--- config.mk ---
export PLATFORM = sky130hd
export DESIGN_NAME = pause_ctrl
export DESIGN_NICKNAME = d
export VERILOG_FILES = /design/src/rtl/pause_pkg.sv /design/src/rtl/pause_cfg.sv /design/src/rtl/pause_tx_timer.sv /design/src/rtl/pause_rx_timer.sv /design/src/rtl/pause_tx_gate.sv /design/src/rtl/pause_ctrl.sv
export SDC_FILE = /design/constraint.sdc
export NUM_CORES = 1
export LEC_CHECK = 0
export ABC_AREA = 0
export BUFFER_PORTS_ARGS = -buffer_cell sky130_fd_sc_hd__buf_4
export CAP_MARGIN = 30
export CORE_UTILIZATION = 35
export DETAILED_ROUTE_END_ITERATION = 7
export PLACE_DENSITY_LB_ADDON = 0.15
export SYNTH_ARGS = -nofsm -noshare
export SYNTH_HDL_FRONTEND = slang
export SYNTH_SLANG_ARGS = --single-unit
--- constraint.sdc ---
create_clock -name clk_i -period 3 [get_ports clk_i]
set_input_delay 0.15 -clock clk_i [delete_from_list [all_inputs] [get_ports clk_i]]
set_output_delay 0.15 -clock clk_i [all_outputs]
set_load 0.005 [all_outputs]
--- src/rtl/pause_pkg.sv ---
package pause_pkg;
  parameter int unsigned QUANTA_W = 16;
  localparam logic [QUANTA_W-1:0] DEF_QUANTA = 16'hFFFF;
  localparam logic [QUANTA_W-1:0] DEF_THRESH = 16'hFF00;

  typedef enum logic [1:0] {
    TX_IDLE = 2'd0,
    TX_SEND = 2'd1,
    TX_RUN  = 2'd2
  } tx_state_e;
endpackage

--- src/rtl/pause_cfg.sv ---
module pause_cfg #(
  parameter int unsigned QW = pause_pkg::QUANTA_W,
  parameter logic [QW-1:0] DEF_Q = pause_pkg::DEF_QUANTA,
  parameter logic [QW-1:0] DEF_T = pause_pkg::DEF_THRESH
) (
  input  logic          clk_i,
  input  logic          rst_ni,
  input  logic          wr_i,
  input  logic          sel_i,
  input  logic [QW-1:0] wdata_i,
  output logic [QW-1:0] quanta_o,
  output logic [QW-1:0] thresh_o
);
  logic [QW-1:0] quanta_q, thresh_q;

  always_ff @(posedge clk_i or negedge rst_ni) begin
    if (!rst_ni) begin
      quanta_q <= DEF_Q;
      thresh_q <= DEF_T;
    end else if (wr_i) begin
      if (sel_i) thresh_q <= wdata_i;
      else       quanta_q <= wdata_i;
    end
  end

  assign quanta_o = quanta_q;
  assign thresh_o = thresh_q;


  quanta_wr_chk: assert property (@(posedge clk_i) disable iff (!rst_ni)
    (wr_i && !sel_i) |=> quanta_q == $past(wdata_i));

  thresh_wr_chk: assert property (@(posedge clk_i) disable iff (!rst_ni)
    (wr_i && sel_i) |=> thresh_q == $past(wdata_i));
endmodule

--- src/rtl/pause_tx_timer.sv ---
module pause_tx_timer
  import pause_pkg::*;
#(
  parameter int unsigned QW = QUANTA_W
) (
  input  logic          clk_i,
  input  logic          rst_ni,
  input  logic          full_duplex_i,
  input  logic          req_i,
  input  logic          tick_i,
  input  logic [QW-1:0] quanta_i,
  input  logic [QW-1:0] thresh_i,
  input  logic          ack_i,
  output logic          send_o,
  output logic [QW-1:0] send_quanta_o
);
  tx_state_e     state_q, state_d;
  logic [QW-1:0] cnt_q, cnt_d;
  logic [QW-1:0] sq_q, sq_d;

  always_comb begin
    state_d = state_q;
    cnt_d   = cnt_q;
    sq_d    = sq_q;
    if (!full_duplex_i) begin
      state_d = TX_IDLE;
      cnt_d   = '0;
    end else begin
      unique case (state_q)
        TX_IDLE: if (req_i) begin
          state_d = TX_SEND;
          sq_d    = quanta_i;
        end
        TX_SEND: if (ack_i) begin
          if (sq_q == '0) begin
            state_d = TX_IDLE;
            cnt_d   = '0;
          end else begin
            state_d = TX_RUN;
            cnt_d   = sq_q;
          end
        end
        TX_RUN: begin
          if (!req_i) begin
            state_d = TX_SEND;            // release the peer
            sq_d    = '0;
          end else if (cnt_q <= thresh_i) begin
            state_d = TX_SEND;            // refresh with full quanta
            sq_d    = quanta_i;
          end else if (tick_i) begin
            cnt_d = cnt_q - 1'b1;
          end
        end
        default: state_d = TX_IDLE;
      endcase
    end
  end

  always_ff @(posedge clk_i or negedge rst_ni) begin
    if (!rst_ni) begin
      state_q <= TX_IDLE;
      cnt_q   <= '0;
      sq_q    <= '0;
    end else begin
      state_q <= state_d;
      cnt_q   <= cnt_d;
      sq_q    <= sq_d;
    end
  end

  assign send_o        = (state_q == TX_SEND);
  assign send_quanta_o = sq_q;


  send_hold_chk: assert property (@(posedge clk_i) disable iff (!rst_ni)
    (send_o && !ack_i && full_duplex_i) |=> (send_o && $stable(send_quanta_o)));

  tick_dec_chk: assert property (@(posedge clk_i) disable iff (!rst_ni)
    (state_q == TX_RUN && full_duplex_i && req_i && tick_i && cnt_q > thresh_i)
      |=> cnt_q == $past(cnt_q) - 1'b1);

  release_once_chk: assert property (@(posedge clk_i) disable iff (!rst_ni)
    (send_o && ack_i && send_quanta_o == '0) |=> !send_o);

  half_duplex_chk: assert property (@(posedge clk_i) disable iff (!rst_ni)
    !full_duplex_i |=> !send_o);
endmodule

--- src/rtl/pause_rx_timer.sv ---
module pause_rx_timer #(
  parameter int unsigned QW = pause_pkg::QUANTA_W
) (
  input  logic          clk_i,
  input  logic          rst_ni,
  input  logic          enable_i,
  input  logic          valid_i,
  input  logic [QW-1:0] quanta_i,
  input  logic          tick_i,
  output logic          active_o
);
  logic [QW-1:0] cnt_q;

  always_ff @(posedge clk_i or negedge rst_ni) begin
    if (!rst_ni)               cnt_q <= '0;
    else if (!enable_i)        cnt_q <= '0;
    else if (valid_i)          cnt_q <= quanta_i;
    else if (tick_i && cnt_q != '0) cnt_q <= cnt_q - 1'b1;
  end

  assign active_o = (cnt_q != '0);


  rx_load_chk: assert property (@(posedge clk_i) disable iff (!rst_ni)
    (enable_i && valid_i) |=> cnt_q == $past(quanta_i));

  rx_off_chk: assert property (@(posedge clk_i) disable iff (!rst_ni)
    !enable_i |=> cnt_q == '0);

  rx_floor_chk: assert property (@(posedge clk_i) disable iff (!rst_ni)
    (cnt_q == '0 && !valid_i) |=> cnt_q == '0);
endmodule

--- src/rtl/pause_tx_gate.sv ---
module pause_tx_gate (
  input  logic clk_i,
  input  logic rst_ni,
  input  logic busy_i,
  input  logic pause_active_i,
  output logic hold_o
);
  logic hold_q;

  always_ff @(posedge clk_i or negedge rst_ni) begin
    if (!rst_ni)      hold_q <= 1'b0;
    else if (!busy_i) hold_q <= pause_active_i;
  end

  assign hold_o = hold_q;


  gate_boundary_chk: assert property (@(posedge clk_i) disable iff (!rst_ni)
    busy_i |=> $stable(hold_o));
endmodule

--- src/rtl/pause_ctrl.sv ---
module pause_ctrl
  import pause_pkg::*;
#(
  parameter int unsigned QW = QUANTA_W
) (
  input  logic          clk_i,
  input  logic          rst_ni,
  input  logic          full_duplex_i,
  input  logic          rx_pause_ign_i,
  input  logic          cfg_wr_i,
  input  logic          cfg_sel_i,
  input  logic [QW-1:0] cfg_wdata_i,
  input  logic          quantum_tick_i,
  input  logic          pause_req_i,
  output logic          pause_send_o,
  output logic [QW-1:0] pause_quanta_o,
  input  logic          pause_ack_i,
  input  logic          rx_pause_valid_i,
  input  logic [QW-1:0] rx_pause_quanta_i,
  input  logic          tx_busy_i,
  output logic          tx_hold_o
);
  logic [QW-1:0] cfg_quanta, cfg_thresh;
  logic          rx_active;
  logic          rx_enable;

  assign rx_enable = full_duplex_i && !rx_pause_ign_i;

  pause_cfg #(.QW(QW)) u_cfg (
    .clk_i    (clk_i),
    .rst_ni   (rst_ni),
    .wr_i     (cfg_wr_i),
    .sel_i    (cfg_sel_i),
    .wdata_i  (cfg_wdata_i),
    .quanta_o (cfg_quanta),
    .thresh_o (cfg_thresh)
  );

  pause_tx_timer #(.QW(QW)) u_tx (
    .clk_i         (clk_i),
    .rst_ni        (rst_ni),
    .full_duplex_i (full_duplex_i),
    .req_i         (pause_req_i),
    .tick_i        (quantum_tick_i),
    .quanta_i      (cfg_quanta),
    .thresh_i      (cfg_thresh),
    .ack_i         (pause_ack_i),
    .send_o        (pause_send_o),
    .send_quanta_o (pause_quanta_o)
  );

  pause_rx_timer #(.QW(QW)) u_rx (
    .clk_i    (clk_i),
    .rst_ni   (rst_ni),
    .enable_i (rx_enable),
    .valid_i  (rx_pause_valid_i),
    .quanta_i (rx_pause_quanta_i),
    .tick_i   (quantum_tick_i),
    .active_o (rx_active)
  );

  pause_tx_gate u_gate (
    .clk_i          (clk_i),
    .rst_ni         (rst_ni),
    .busy_i         (tx_busy_i),
    .pause_active_i (rx_active),
    .hold_o         (tx_hold_o)
  );


  no_send_gating_chk: assert property (@(posedge clk_i) disable iff (!rst_ni)
    (tx_hold_o && full_duplex_i && pause_req_i && !pause_send_o && $past(!pause_req_i))
      |=> pause_send_o);
endmodule

==> Word-level counts from Yosys, hierarchy flattened <==
Cells that the tools add are included.
W data, S select, Z words.
{ "word_totals": {"regBits": 83, "in_bits": 43, "output_inout_bits": 18} }
{ "classes": {"add_sub_neg": 2, "n_lt_le_gt_ge": 1, "eq_ne": 12, "muxes": 21, "n_bitwise": 1, "reduce_logical": 12} }
{ "ops": {"columns": ["cell", "count"], "rows": [
  ["$mux W16", 12],
  ["$pmux W16 S2", 2],
  ["$sub A16 B1 Y16 const B", 2],
  ["$le A16 B16 Y1", 1],
  ["$logic_not A16 Y1", 1],
  ["$reduce_bool A16 Y1", 1],
  ["$ne A3 B3 Y1 const B", 5],
  ["$mux W2", 6],
  ["$ne A3 B2 Y1 const B", 2],
  ["$pmux W2 S3", 1],
  ["$reduce_and A5 Y1", 1],
  ["$ne A4 B3 Y1 const B", 1],
  ["$reduce_and A2 Y1", 2],
  ["$reduce_and A4 Y1", 1],
  ["$ne A3 B1 Y1 const B", 1],
  ["$reduce_and A3 Y1", 1],
  ["$eq A2 B1 Y1 const B", 1],
  ["$eq A2 B2 Y1 const B", 1],
  ["$logic_and A1 B1 Y1", 2],
  ["$logic_not A2 Y1", 1],
  ["$ne A2 B2 Y1 const B", 1],
  ["$reduce_bool A2 Y1", 1],
  ["$logic_not A1 Y1", 1],
  ["$not A1 Y1", 1]
]} }

==> Longest topological paths before layout <==
Gate-level depths: netlist of run 1.
{ "depth": {"ltp_word": 6, "ltp_mapped": 11, "depth_no_buf": 9} }

==> Modules after synthesis <==
Synthesis of run 1 repeated with hierarchy kept, for this count alone.
{ "hier_totals": {"cells_unflattened": 515, "area_unflattened_um2": 4996.0} }
{ "modules_own_cells": {"columns": ["mod", "n_inst", "cells_each", "area_each_um2", "seq_area_each_um2"], "rows": [
  ["pause_tx_timer", 1, 322, 2566.2, 850.8],
  ["pause_cfg", 1, 69, 1282.5, 830.8],
  ["pause_rx_timer", 1, 121, 1093.5, 400.4],
  ["pause_tx_gate", 1, 2, 40.0, 25.0],
  ["pause_ctrl", 1, 1, 13.8, 0.0]
]} }

==> Worst setup path before layout of run 1 <==
No wires, ideal clock.
{ "synth_timing": {"path_type": "register to register", "from": "reg u_cfg.thresh_q[13] (netlist: u_cfg.thresh_o[13])", "to": "reg u_tx.sq_q[0] (netlist: u_tx.send_quanta_o[0])", "setup_time_ns": 0.121, "arrival_ns": 2.336, "required_ns": 2.879, "slack_ns": 0.543, "path_stages_with_launch": 11, "n_path_buf": 2, "period_less_slack_ns": 2.457, "cell_sequence": "dfstp_2 inv_1 ha_1 nand4_2 nor2_1 or3_1 o31a_1 a21o_1 buf_2 buf_6 a22o_1"} }
{ "synth_between": {"elab_chain_cells": 3} }
{ "synth_lines": {"columns": ["element", "line_no", "source"], "rows": [
  ["from (decl)", "pause_cfg.sv:14", "logic [QW-1:0] quanta_q, thresh_q;"],
  ["from (signal assigned)", "pause_cfg.sv:21", "if (sel_i) thresh_q <= wdata_i;"],
  ["$le A16 B16 Y1", "pause_tx_timer.sv:47", "end else if (cnt_q <= thresh_i) begin"],
  ["$ne A3 B2 Y1 (no line)", null, null],
  ["$reduce_and A4 Y1 (no line)", null, null],
  ["to (signal assigned)", "pause_tx_timer.sv:67", "sq_q <= sq_d;"],
  ["to (decl)", "pause_tx_timer.sv:19", "logic [QW-1:0] sq_q, sq_d;"]
]} }
Every way passes these cells.
A chain may end at the register's enable or synchronous reset.

==> Final worst setup path of run 1 <==
{ "layout_timing": {"from": "reg u_cfg.thresh_q[14] (netlist: u_cfg.thresh_o[14])", "to": "reg u_tx.cnt_q[7]"} }
{ "layout_between": {"elab_chain_cells": 3} }
{ "layout_lines": {"columns": ["element", "line_no", "source"], "rows": [
  ["$le A16 B16 Y1", "pause_tx_timer.sv:47", null],
  ["$ne A3 B3 Y1 (no line)", null, null],
  ["$reduce_and A5 Y1 (no line)", null, null],
  ["to (signal assigned)", "pause_tx_timer.sv:66", "cnt_q <= cnt_d;"],
  ["to (decl)", "pause_tx_timer.sv:18", "logic [QW-1:0] cnt_q, cnt_d;"]
]} }
Every way passes these cells.

==> impl_metrics.env, run 1 <==
export IMPL_ys_seq_elements=83
export IMPL_drtIter0Drc=209
export IMPL_ys_seq_area_share_pct=46.9
export IMPL_numCtsBuffers=9
export IMPL_dpl_hpwl_mm=7.96
export IMPL_die_w_um=115
export IMPL_rsz0062_at_grt="no"
export IMPL_crit_fanout=12
export IMPL_layoutNonFillerInstCount=680
export IMPL_tritoncts="yes"
export IMPL_crit_family="simple AND/OR/NAND/NOR gates"
export IMPL_grt_max_degree=40
export IMPL_max_slew_worst_pin_slew_ns=0.833
export IMPL_syn_to_final_growth_pct=22.5
export IMPL_drc_errors=0
export IMPL_grt_pass1_vias=3461
export IMPL_syn_avg_cell_area_um2=10.2
export IMPL_antenna_left=0
export IMPL_hold_path_class="in -> reg"
export IMPL_max_stage_delay_ns=0.52
export IMPL_crit_arrival_ns=2.94
export IMPL_fin_crit_sh_pct=90.4
export IMPL_synth_adder_area_share_pct=5.02
export IMPL_synth_top_cell_area_share_pct=32.9
export IMPL_async_reset_ff_share_pct=100
export IMPL_finalSetupViolations=0
export IMPL_syn_nets=500
export IMPL_nets=564
export IMPL_irDropWorstVdd_v=0.000288
export IMPL_slew_headroom_pct=44.3
export IMPL_finalWorstSetupSlack_ns=0.288
export IMPL_yosys_area_share_simple_pct=17.0
export IMPL_post_place_cells=663
export IMPL_crit_cells=10
export IMPL_p_per_area_nw_per_um2=671
export IMPL_antenna_found_initial=0
export IMPL_start_util_pct=35.7
export IMPL_dieArea_um2=13300
export IMPL_synth_xor_area_share_pct=2.34
export IMPL_diodes=0
export IMPL_crit_path_start_kind="register"
export IMPL_muxShareOfSynthArea_pct=9.39
export IMPL_gp_congestion=0.833
export IMPL_run_status="finished, final reports clean"
export IMPL_postCtsSetupRepairBufs=0
export IMPL_synthTopCellsByArea="dfrtp_1 33%, dfstp_2 14%, mux2_2 8.3%"
export IMPL_holdPathStages=2
export IMPL_clock_fmax_mhz=369
export IMPL_core_area_um2=12600
export IMPL_worst_r2r_cell_count=10
export IMPL_io_buffers=60
export IMPL_ys_flop_type="dfrtp_1"
export IMPL_clock_sinks=83
export IMPL_synth_top_family_by_area="simple AND/OR/NAND/NOR gates"
export IMPL_drv_cap=0
export IMPL_ys_warn_count=0
export IMPL_cp_cell_sequence="inv_1, ha_1, nand4_2, nor2_1, or3_1, or3_1, o221ai_2, buf_4, a211oi_1, a21o_1"
export IMPL_syn_instance_count=439
export IMPL_ys_types=51
export IMPL_grt_overflow=0
export IMPL_clk_pin_slew_worst_paths_ns=0.06
export IMPL_synth_top_area_cell="dfrtp_1"
export IMPL_setup_tns_final_ns=0
export IMPL_synth_compound_area_share_pct=15.0
export IMPL_post_route_min_period_ns=2.71
export IMPL_first_pass_iters=4
export IMPL_netlist_area_um2=4490
export IMPL_gr_usage_all_layers_pct=18.0
export IMPL_cp_slowest_cell="dfstp_2"
export IMPL_row_count=41
export IMPL_routed_wl_mm=10.9
export IMPL_end_kind="register"
export IMPL_die_y_um=115
export IMPL_p_leak_nw=2.47
export IMPL_whs_ns=0.0493
export IMPL_via_per_inst=5.23
export IMPL_via_count=3554
export IMPL_cts_root_buf="clkbuf_16"
export IMPL_avgRoutedWirePerCell_um=16.0
export IMPL_critPathKind="reg -> reg"
export IMPL_path_common_cell="or3_1"
export IMPL_cts_htree_levels=3
export IMPL_clk_insertion_delay_late_ns=0.34
export IMPL_drive_above_1_share_pct=30.7
export IMPL_dpl_worst_slack_ns=0.120
export IMPL_synth_edf_count=0
export IMPL_cp_num_buf_inv=2
export IMPL_finClkSkew_ns=0.00814
export IMPL_final_max_slew_viol_count=0
export IMPL_worstPathRequired_ns=3.23
export IMPL_hold_viol_final=0
export IMPL_io_pins=61
export IMPL_grt_pass1_wl_mm=17.9
export IMPL_cts_path_max_buffers=2
## cells in the final DEF, fill, tap and decap left out, types with 4 or more instances in the layout
master / count
buf_4: 71
dfrtp_1: 59
mux2_2: 33
nor2_1: 30
a21oi_1: 29
inv_1: 28
o21ai_0: 27
nand2_1: 26
dfstp_2: 24
a22o_1: 18
ha_1: 18
nor3_1: 14
nor2b_1: 13
nor4_1: 10
xnor2_1: 9
clkbuf_16: 9
nand3_1: 7
nand2b_1: 6
o21ai_1: 6
or3_1: 5
mux2i_1: 5
nand3b_1: 4
a211oi_1: 4
or4_1: 4
## routing by layer
layer / up-vias / share of wire [%] / global-route usage, %
li1: 1710 / - / -
met1: 1728 / 47 / 23.7
met2: 93 / 46 / 28.0
met3: 23 / 4.1 / 3.27
met4: 0 / 3.1 / 10.3
met5: - / 0 / 0
## sequential cells by signal, indices dropped and copies added (netlist names)
name                flops
u_cfg.thresh_o         16
u_tx.cnt_q             16
u_tx.state_q            2
u_tx.send_quanta_o     16
u_rx.cnt_q             16
u_cfg.quanta_o         16
u_gate.hold_o           1
## where the power goes
group	internal, W	total [W]	leakage (nW)	switching [W]
clock network	0.000811	0.00125	0.165	0.000442
logic	0.000451	0.000936	1.29	0.000485
registers	0.00132	0.00150	1.02	0.000177
total	0.00259	0.00369	2.47	0.00110
## cell usage after synthesis (9+ instances only)
master	number
dfrtp_1	59
mux2_2	33
nor2_1	30
a21oi_1	29
inv_1	28
o21ai_0	27
nand2_1	26
dfstp_2	24
a22o_1	18
ha_1	18
nor3_1	14
nor2b_1	13
clkbuf_1	11
nor4_1	10
xnor2_1	9
## kinds of logic (layout without fill, tap and decap cells)
group | Yosys count | count (layout)
compound gates | 103 | 103
fa+ha+maj | 18 | 18
mux | 38 | 38
flops | 83 | 83
buf+inv | 47 | 116
xor+xnor | 12 | 12
simple gates | 138 | 138
## stage by stage
stage	power, W	area [µm²]	utilization (%)
finish	0.00369	5500	43.8
global route	0.00392	5500	43.8
CTS	0.00374	5500	43.7
detailed placement	0.00246	5150	40.9
global placement	0.00244	5150	40.9
floorplan	0.00208	4490	-
## worst paths after layout
check / from / end / slack, ns
min reg2reg: u_gate.hold_o$_DFFE_PN0N_ / u_gate.hold_o$_DFFE_PN0N_ / 0.51
max reg2reg: u_cfg.thresh_o[14]$_DFFE_PN1P_ / u_tx.cnt_q[7]$_DFFE_PN0P_ / 0.29
min: cfg_wdata_i[6] / u_cfg.thresh_o[6]$_DFFE_PN0P_ / 0.05
max: u_cfg.thresh_o[14]$_DFFE_PN1P_ / u_tx.cnt_q[7]$_DFFE_PN0P_ / 0.29
max in group asynchronous: rst_ni / u_cfg.quanta_o[13]$_DFFE_PN1P_ / 1.90
min in group asynchronous: rst_ni / u_gate.hold_o$_DFFE_PN0N_ / 0.32
## worst reg2reg max path, cell delays in order, from the launching register on
cell and delay, ns:
dfstp_2 0.52, inv_1 0.04, ha_1 0.32, nand4_2 0.15, nor2_1 0.06, or3_1 0.38, or3_1 0.38, o221ai_2 0.28
buf_4 0.25, a211oi_1 0.07, a21o_1 0.16
## final cells by class
| class | instances | area [µm²] |
|---|---|---|
| Clock buffer | 9 | 225 |
| Clock inverter | 7 | 116 |
| Fill cell | 1230 | 7070 |
| Inverter | 28 | 105 |
| Multi-Input combinational cell | 309 | 2190 |
| Sequential cell | 83 | 2110 |
| Tap cell | 172 | 215 |
| Timing Repair Buffer | 72 | 543 |
## timing repair
item,CTS,global route
setup endpoints to repair,0,16
hold buffers,1,0
hold endpoints to repair,31,0
resized for setup,0,1
(Power assumes the default switching activity.)
==> run 2, diff against run 1 <==
SYNTH_HIERARCHICAL = 1   (was not set)
==> impl_metrics.env, run 2 <==
export IMPL_cp_num_buf_inv=2
export IMPL_cp_slowest_cell="dfstp_2"
export IMPL_crit_path_start_kind="register"
export IMPL_p_per_area_nw_per_um2=541
export IMPL_first_pass_iters=5
export IMPL_avgRoutedWirePerCell_um=17.7
export IMPL_ys_seq_area_share_pct=42.2
export IMPL_antenna_found_initial=0
export IMPL_core_area_um2=13900
export IMPL_finalWorstSetupSlack_ns=0.480
export IMPL_post_route_min_period_ns=2.52
export IMPL_via_per_inst=5.56
export IMPL_syn_instance_count=515
export IMPL_critPathKind="reg -> reg"
export IMPL_crit_fanout=16
export IMPL_syn_to_final_growth_pct=17.1
export IMPL_die_y_um=121
export IMPL_dieArea_um2=14800
export IMPL_netlist_area_um2=5000
export IMPL_reg2reg_from="u_cfg/thresh_o[15]$_DFFE_PN1P_"
export IMPL_cts_htree_levels=3
export IMPL_worstPathRequired_ns=3.21
export IMPL_synth_edf_count=0
export IMPL_ys_types=65
export IMPL_fin_crit_sh_pct=84.0
export IMPL_rsz0062_at_grt="no"
export IMPL_layout_commonest_cell="nand2_1"
export IMPL_cts_resized=0
export IMPL_hold_path_class="in -> reg"
export IMPL_setup_tns_final_ns=0
export IMPL_n_fill_cell=1370
export IMPL_tritoncts="yes"
export IMPL_grt_pass1_wl_mm=22.1
export IMPL_ys_seq_elements=83
export IMPL_max_stage_delay_ns=0.52
export IMPL_final_max_slew_viol_count=0
export IMPL_gr_usage_all_layers_pct=19.7
export IMPL_cts_root_buf="clkbuf_16"
export IMPL_io_pins=61
export IMPL_ys_flop_type="dfrtp_1"
export IMPL_numCtsBuffers=9
export IMPL_clk_pin_slew_worst_paths_ns=0.07
export IMPL_finalSetupViolations=0
export IMPL_synthTopCellsByArea="dfrtp_1 30%, dfstp_2 13%, nand2_1 5.6%"
export IMPL_crit_family="simple AND/OR/NAND/NOR gates"
export IMPL_drc_errors=0
export IMPL_place_area_um2=5570
export IMPL_antenna_left=0
export IMPL_irDropWorstVdd_v=0.000268
export IMPL_end_kind="register"
export IMPL_finClkSkew_ns=0.00862
export IMPL_crit_arrival_ns=2.73
export IMPL_routed_wl_mm=13.3
export IMPL_min_from="pause_req_i"
export IMPL_row_count=43
export IMPL_fin_area_um2=5850
export IMPL_grt_max_degree=53
export IMPL_io_buffers=60
export IMPL_start_util_pct=36.0
export IMPL_run_status="finished, final reports clean"
export IMPL_syn_nets=576
export IMPL_ys_warn_count=6
export IMPL_drive_above_1_share_pct=31.5
export IMPL_syn_avg_cell_area_um2=9.70
export IMPL_yosysMostFrequentCell="nand2_1"
export IMPL_gp_congestion=0.839
export IMPL_drv_cap=0
export IMPL_die_w_um=121
export IMPL_grt_overflow=0
export IMPL_p_leak_nw=2.63
export IMPL_netlist_top_cells_count="74 x nand2_1, 59 x dfrtp_1, 42 x inv_1, 31 x o21ai_0, 24 x dfstp_2"
export IMPL_slew_headroom_pct=49.3
export IMPL_dpl_worst_slack_ns=0.507
export IMPL_clk_insertion_delay_late_ns=0.35
export IMPL_grt_pass1_vias=4208
export IMPL_cts_hold_buf=1
export IMPL_final_cell_mix="74 x nand2_1, 67 x buf_4, 59 x dfrtp_1"
export IMPL_async_reset_ff_share_pct=100
export IMPL_cp_startpoint="u_cfg/thresh_o[15]$_DFFE_PN1P_"
export IMPL_synth_top_area_cell="dfrtp_1"
export IMPL_dpl_hpwl_mm=9.48
export IMPL_clock_sinks=83
export IMPL_cts_path_max_buffers=2
export IMPL_hold_viol_final=0
export IMPL_synth_top_cell_area_share_pct=29.6
export IMPL_clock_fmax_mhz=397
export IMPL_drtIter0Drc=311
export IMPL_via_count=4175
export IMPL_nets=627
export IMPL_cp_cell_sequence="inv_1, ha_1, nand4_1, nor4_1, o21ai_1, and4_1, o21ai_2, buf_4, o221ai_1"
export IMPL_whs_ns=0.0384
export IMPL_diodes=0
export IMPL_postCtsSetupRepairBufs=0
export IMPL_max_slew_worst_pin_slew_ns=0.753
-- run 2: per-stage QoR --
stage | utilization [%] | instances | power (W)
3_5_place_dp | 40.1 | 734 | 0.00215
5_1_grt | 42.1 | 751 | 0.00336
3_3_place_gp | 40.1 | 734 | 0.00213
6_report | 42.1 | 751 | 0.00316
2_1_floorplan | - | 515 | 0.00184
4_1_cts | 42.1 | 751 | 0.00321
-- run 2: worst reg2reg max path, delay by kind of cell (launching register included) --
| family | cells | cell delay (ns) |
|---|---|---|
| AOI/OAI and AO/OA | 3 | 0.47 |
| adders and majority gates | 1 | 0.32 |
| DFF | 1 | 0.52 |
| and+or+nand+nor | 3 | 0.80 |
| buffers and inverters | 2 | 0.28 |
-- run 2: layout make-up --
class	count	area (µm²)	share of cell area [%]
Clock inverter	5	38.8	0.663
Clock buffer	11	233	3.98
Sequential cell	83	2110	36.0
Inverter	42	158	2.70
Multi-Input combinational cell	361	2550	43.7
Timing Repair Buffer	69	533	9.11
Tap cell	180	225	3.85
-- run 2: worst paths after layout --
path,to,slack [ns],depth (start not counted)
max,u_tx/send_quanta_o[14]$_DFFE_PN0P_,0.48,9
min,u_tx/state_q[0]$_DFFE_PN0P_,0.04,2
max reg2reg,u_tx/send_quanta_o[14]$_DFFE_PN0P_,0.48,9
min reg2reg,u_cfg/thresh_o[1]$_DFFE_PN0P_,0.50,1
max in group asynchronous,u_cfg/thresh_o[9]$_DFFE_PN1P_,1.92,3
min in group asynchronous,u_cfg/thresh_o[7]$_DFFE_PN0P_,0.41,2
-- run 2: metal layers --
layer	GRT usage (%)	vias to the layer above	part of all wire (%)
met1	23.9	2026	43
met3	5.31	25	5.3
met4	8.80	0	2.9
met5	0	-	0
li1	-	2002	-
met2	32.5	122	49
-- run 2: report_power, final --
group          internal, W  leakage, nW  switching, W
Sequential         0.00129         1.02      0.000155
Combinational     0.000338         1.48      0.000346
Clock             0.000566        0.130      0.000473
-- run 2: kinds of logic after synthesis --
kind of cell / synth area share, %
flip-flops: 42.2
AO/OA/AOI/OAI: 19.3
multiplexers: 8.26
AND/OR/NAND/NOR: 19.0
buffers and inverters: 6.71
adder cells (fa/ha/maj): 4.51
